==> src/rtl/crfPkg.sv <==
package crfPkg;

  typedef enum logic [1:0] {
    ST_IDLE   = 2'd0,
    ST_SAMPLE = 2'd1,
    ST_JUDGE  = 2'd2
  } crfState_t;

  // Strobes from the control to the datapath
  typedef struct packed {
    logic captureSample;  // register the counter this cycle
    logic publish;        // move the judged sample to the response outputs
  } crfStrobe_t;

endpackage

==> src/rtl/crfSuspect.sv <==
module crfSuspect #(
  parameter int GLITCH_BITS = 10,
  localparam int LOW_W = (GLITCH_BITS > 0) ? GLITCH_BITS : 1
) (
  input  logic [LOW_W-1:0] lowBits,
  output logic             suspect
);

  generate
    if (GLITCH_BITS > 0) begin : gSig
      // The two corruption signatures: every low bit clear or every low bit set
      assign suspect = (&lowBits) | ~(|lowBits);
    end else begin : gNone
      logic unusedLow;
      assign unusedLow = ^lowBits;
      assign suspect = 1'b0;
    end
  endgenerate

endmodule

==> src/rtl/crfControl.sv <==
module crfControl
  import crfPkg::*;
#(
  parameter int MAX_TRIES = 150,
  localparam int TRY_W = $clog2(MAX_TRIES + 1)
) (
  input  logic       clk,
  input  logic       rstN,
  input  logic       reqValid,
  input  logic       sampleSuspect,
  output logic       reqReady,
  output crfStrobe_t strobe
);

  crfState_t stateQ, stateD;
  logic [TRY_W-1:0] tryCnt;
  logic capReached;

  assign capReached = (tryCnt == TRY_W'(MAX_TRIES));
  assign reqReady = (stateQ == ST_IDLE);

  always_comb begin
    stateD = stateQ;
    strobe = '0;
    unique case (stateQ)
      ST_IDLE: begin
        if (reqValid) stateD = ST_SAMPLE;
      end
      ST_SAMPLE: begin
        strobe.captureSample = 1'b1;
        stateD = ST_JUDGE;
      end
      ST_JUDGE: begin
        if (!sampleSuspect || capReached) begin
          strobe.publish = 1'b1;
          stateD = ST_IDLE;
        end else begin
          stateD = ST_SAMPLE;
        end
      end
      default: stateD = ST_IDLE;
    endcase
  end

  always_ff @(posedge clk) begin
    if (!rstN) begin
      stateQ <= ST_IDLE;
      tryCnt <= '0;
    end else begin
      stateQ <= stateD;
      if (stateQ == ST_IDLE && reqValid) begin
        tryCnt <= '0;
      end else if (strobe.captureSample) begin
        tryCnt <= tryCnt + TRY_W'(1);
      end
    end
  end

  AST_ONE_AT_A_TIME: assert property (@(posedge clk) disable iff (!rstN)
    (reqValid && reqReady) |=> !reqReady);

  AST_TRY_BOUND: assert property (@(posedge clk) disable iff (!rstN)
    tryCnt <= TRY_W'(MAX_TRIES));

  AST_SAMPLE_BEFORE_PUBLISH: assert property (@(posedge clk) disable iff (!rstN)
    strobe.publish |-> $past(strobe.captureSample));

endmodule

==> src/rtl/crfDatapath.sv <==
module crfDatapath
  import crfPkg::*;
#(
  parameter int CNT_W = 64,
  parameter int GLITCH_BITS = 10,
  localparam int LOW_W = (GLITCH_BITS > 0) ? GLITCH_BITS : 1
) (
  input  logic             clk,
  input  logic             rstN,
  input  logic [CNT_W-1:0] cntIn,
  input  crfStrobe_t       strobe,
  output logic             sampleSuspect,
  output logic             rspValid,
  output logic [CNT_W-1:0] rspValue,
  output logic             rspTimeout
);

  logic [CNT_W-1:0] sampleReg;

  crfSuspect #(.GLITCH_BITS(GLITCH_BITS)) uSuspect (
    .lowBits (sampleReg[LOW_W-1:0]),
    .suspect (sampleSuspect)
  );

  always_ff @(posedge clk) begin
    if (!rstN) begin
      sampleReg  <= '0;
      rspValid   <= 1'b0;
      rspValue   <= '0;
      rspTimeout <= 1'b0;
    end else begin
      rspValid <= strobe.publish;
      if (strobe.captureSample) sampleReg <= cntIn;
      if (strobe.publish) begin
        rspValue   <= sampleReg;
        rspTimeout <= sampleSuspect;
      end
    end
  end

  AST_VALID_PULSE: assert property (@(posedge clk) disable iff (!rstN)
    rspValid |=> !rspValid);

  AST_HOLD_RESULT: assert property (@(posedge clk) disable iff (!rstN)
    !rspValid |-> ($stable(rspValue) && $stable(rspTimeout)));

  generate
    if (GLITCH_BITS > 0) begin : gSigChk
      logic rspLowAllOne, rspLowAllZero;
      assign rspLowAllOne  = &rspValue[LOW_W-1:0];
      assign rspLowAllZero = ~(|rspValue[LOW_W-1:0]);

      AST_CLEAN_RESULT: assert property (@(posedge clk) disable iff (!rstN)
        (rspValid && !rspTimeout) |-> !(rspLowAllOne || rspLowAllZero));

      AST_TIMEOUT_SIGNATURE: assert property (@(posedge clk) disable iff (!rstN)
        (rspValid && rspTimeout) |-> (rspLowAllOne || rspLowAllZero));
    end
  endgenerate

endmodule

==> src/rtl/counterReadFilter.sv <==
module counterReadFilter
  import crfPkg::*;
#(
  parameter int CNT_W = 64,
  parameter int GLITCH_BITS = 10,
  parameter int MAX_TRIES = 150
) (
  input  logic             clk,
  input  logic             rstN,
  input  logic             reqValid,
  output logic             reqReady,
  input  logic [CNT_W-1:0] cntIn,
  output logic             rspValid,
  output logic [CNT_W-1:0] rspValue,
  output logic             rspTimeout
);

  crfStrobe_t strobe;
  logic sampleSuspect;

  crfControl #(.MAX_TRIES(MAX_TRIES)) uCtl (
    .clk           (clk),
    .rstN          (rstN),
    .reqValid      (reqValid),
    .sampleSuspect (sampleSuspect),
    .reqReady      (reqReady),
    .strobe        (strobe)
  );

  crfDatapath #(.CNT_W(CNT_W), .GLITCH_BITS(GLITCH_BITS)) uDp (
    .clk           (clk),
    .rstN          (rstN),
    .cntIn         (cntIn),
    .strobe        (strobe),
    .sampleSuspect (sampleSuspect),
    .rspValid      (rspValid),
    .rspValue      (rspValue),
    .rspTimeout    (rspTimeout)
  );

  AST_READY_WITH_RESPONSE: assert property (@(posedge clk) disable iff (!rstN)
    rspValid |-> reqReady);

endmodule

==> config.mk <==
export PLATFORM = sky130hd
export DESIGN_NAME = counterReadFilter
export DESIGN_NICKNAME = d
export VERILOG_FILES = /design/src/rtl/crfPkg.sv /design/src/rtl/crfSuspect.sv /design/src/rtl/crfControl.sv /design/src/rtl/crfDatapath.sv /design/src/rtl/counterReadFilter.sv
export SDC_FILE = /design/constraint.sdc
export NUM_CORES = 1
export LEC_CHECK = 0
export BUFFER_PORTS_ARGS = -buffer_cell sky130_fd_sc_hd__buf_2
export CORE_AREA = 2 2 170 172
export CTS_CLUSTER_DIAMETER = 50
export DETAILED_ROUTE_END_ITERATION = 6
export DIE_AREA = 0 0 172 174
export GPL_ROUTABILITY_DRIVEN = 0
export PLACE_DENSITY = 0.41
export REMOVE_ABC_BUFFERS = 1
export SETUP_SLACK_MARGIN = 0.2
export SYNTH_ARGS = -nofsm -noshare
export SYNTH_HDL_FRONTEND = slang
export SYNTH_SLANG_ARGS = --single-unit
export TNS_END_PERCENT = 1
==> constraint.sdc <==
create_clock -name clk -period 4.3 [get_ports clk]
set_clock_uncertainty 0.1 [all_clocks]
set_input_delay 0.86 -clock clk [delete_from_list [all_inputs] [get_ports clk]]
set_output_delay 0.86 -clock clk [all_outputs]
set_load 0.02 [all_outputs]
==> flow_metrics.tcl <==
set metrics [dict create \
    regArea_mm2 0.00280 \
    cts_sinks 140 \
    syn_area_mm2 0.00691 \
    endpoint_kind "flop" \
    drt_first_iter_violations 362 \
    required_ns 4.55 \
    synth-edff-count 0 \
    ys.flop_type "dfxtp_1" \
    synthAdderAreaFrac 0.00362 \
    die_w_um 172 \
    hold_buffers 0 \
    fillerInstances 3121 \
    final_cells 1273 \
    synthXorXnorAreaFrac 0.00634 \
    path_class "reg2reg" \
    setup_ws_ns 1.86 \
    dp_slack_ns 1.87 \
    cp_top_family "simple AND/OR/NAND/NOR gates" \
    cts_setup_buffers 0 \
    yosysTopAreaCellShare 0.406 \
    first_global_vias 6276 \
    ctsResizeCount 0 \
    ios 134 \
    ys_warn_count 0 \
    cp.arrival_ns 2.69 \
    yosys.area.top_type "dfxtp_1" \
    cts_max_path_buffers 2 \
    rsz0062_at_grt "no" \
    cts_root_buf "clkbuf_16" \
    critPathLaunchType "flop" \
    cp_max_fo 41 \
    area_delta_synth_final_pct 20.7 \
    n_antenna_cell 0 \
    place_inst 1241 \
    synth_top_family_by_area "simple AND/OR/NAND/NOR gates" \
    finalInstanceArea_mm2 0.00834 \
    core-area_mm2 0.0282 \
    num_rows 62 \
    firstDrtPassIters 5 \
    setup-tns-final_ns 0 \
    max_freq_mhz 411 \
    max_slew.worst_pin.slew_ns 0.981 \
    power_density_mw_per_mm2 394 \
    tritoncts "done" \
    multi_input_area_mm2 0.00366 \
    ant_nets 0 \
    synth_area_per_cell_um2 8.48 \
    finalCritPeriodShare 0.566 \
    grt_usage 0.154 \
    status "finished, final reports clean" \
    nets 945 \
    yosysMostFrequentCell "dfxtp_1" \
    cts_buffers 17 \
    layout_min_cycle_time_ns 2.44 \
    peakVddDrop_uv 251 \
    dp_hpwl_um 12600 \
    critPathBufInv 2 \
    antenna_found_initial 0 \
    max-cap-violations 0 \
    initial_core_util 0.245 \
    clkSlewWorstSetupHoldPaths_ns 0.06 \
    vias 6494 \
    vias_per_cell 5.10 \
    relSlewSlack 0.346 \
    drive_above_1_share 0.237 \
    seq_area_frac_synth 0.406 \
    ys_seq_elements 140 \
    io_buffers 133 \
    grt_first_pass_wirelength_um 36100 \
    die_y_um 174 \
    hold_viol 0 \
    clock_latency_ns 0.42 \
    dieArea_mm2 0.0299 \
    routed_wl_um 22600 \
    min_path_type "reg2reg" \
    grt_max_degree 108 \
    htree_levels 4 \
    slowest_delay_ns 0.78 \
    synth-simple-area-share 0.276 \
    yosysUniqueCellTypes 38 \
    synthCells 814 \
    drc 0 \
    finalSetupViolCount 0 \
    yosys-top-cells-count "140 x dfxtp_1, 137 x nand2_1, 105 x nand3_1" \
    wl_per_cell_um 17.8 \
    synth_mux_area_frac 0 \
    post_dp_cell_area_mm2 0.00772 \
    worstPathCellList "inv_1 -> ha_1 -> and4bb_2 -> and2_2 -> buf_4 -> a32oi_1 -> nand3_1" \
    p_leak_nw 3.40 \
    synth_compound_gate_area_share 0.239 \
    synthTopCellsByArea "dfxtp_1 41%, a32oi_1 8.1%, o2111ai_1 8.1%" \
    maxSlewViolCount 0 \
    grt_remaining_overflow 0 \
    crit_path_top_delay_cell "and2_2" \
    async_flop_share 0 \
]
placed cells by master, fill, tap and decap left out, types with 2 or more instances in the layout:
cell type and n:
nand3_1 105, clkinv_2 5, nand4_1 5, clkbuf_8 3, nand2_1 136, a21oi_1 3
nand3_2 24, buf_12 2, a21boi_0 64, xor2_1 3, nand2b_4 2, o21ai_0 2
and3_1 66, dfxtp_1 140, buf_2 132, nand2_2 2, xnor2_1 2, buf_4 9
nor3_1 3, o2111ai_1 64, nor2_1 10, bufinv_16 3, a32oi_1 64, ha_1 2
clkbuf_16 17
worst paths after layout:
path,from,end,slack [ns],cells after the start
worst max-delay path,uCtl.tryCnt[0]$_SDFFE_PP0N_,uDp.rspValue[38]$_SDFFE_PN0P_,1.86,7
worst min-delay path,uDp.sampleReg[25]$_SDFFE_PN0N_,uDp.sampleReg[25]$_SDFFE_PN0N_,0.36,2
worst max register to register,uCtl.tryCnt[0]$_SDFFE_PP0N_,uDp.rspValue[38]$_SDFFE_PN0P_,1.86,7
worst min register to register,uDp.sampleReg[25]$_SDFFE_PN0N_,uDp.sampleReg[25]$_SDFFE_PN0N_,0.36,2
sequential cells by signal (all words and copies together), names as in the netlist:
register        flops
uDp.rspValue       64
uDp.sampleReg      64
uCtl.tryCnt         8
uCtl.stateQ         2
uDp.rspTimeout      1
uDp.rspValid        1
cell families after synthesis:
group / Yosys count
AND/OR/NAND/NOR: 365
AO/OA/AOI/OAI: 200
flip-flops: 140
buffers and inverters: 102
XOR/XNOR: 5
adder cells (fa/ha/maj): 2
where the power goes:
part	internal [mW]	switching [mW]
logic	0.0860	0.276
clock network	0.958	0.597
registers	1.34	0.0286
per-layer routing:
metal | share of wire | wire length (um) | track usage | vias to the layer above
li1 | - | - | - | 3182
met1 | 0.49 | 11100 | 0.216 | 3125
met2 | 0.45 | 10100 | 0.236 | 172
met3 | 0.050 | 1130 | 0.0344 | 15
met4 | 0.012 | 263 | 0.0403 | 0
met5 | 0 | 0 | 0 | -
cell type report:
class / count / share of cell area
Multi-Input combinational cell: 572 / 0.439
Sequential cell: 140 / 0.336
Timing Repair Buffer: 144 / 0.0935
Tap cell: 384 / 0.0576
Clock buffer: 21 / 0.0564
Clock inverter: 11 / 0.0168
Inverter: 1 / 0.000450
per-stage QoR:
step | util | power [mW] | hold slack [ns]
2_1_floorplan | - | 1.57 | 0.339
3_3_place_gp | 0.274 | 1.76 | 0.346
3_5_place_dp | 0.274 | 1.77 | 0.352
4_1_cts | 0.295 | 3.34 | 0.360
5_1_grt | 0.295 | 3.44 | 0.382
6_report | 0.295 | 3.29 | 0.356
worst register-to-register path, cell delays in order, from the launching register on:
cell      delay [ns]
dfxtp_1         0.34
inv_1           0.08
ha_1            0.13
and4bb_2        0.23
and2_2          0.78
buf_4           0.51
a32oi_1         0.11
nand3_1         0.11
Power figures use the tool's default switching activity.
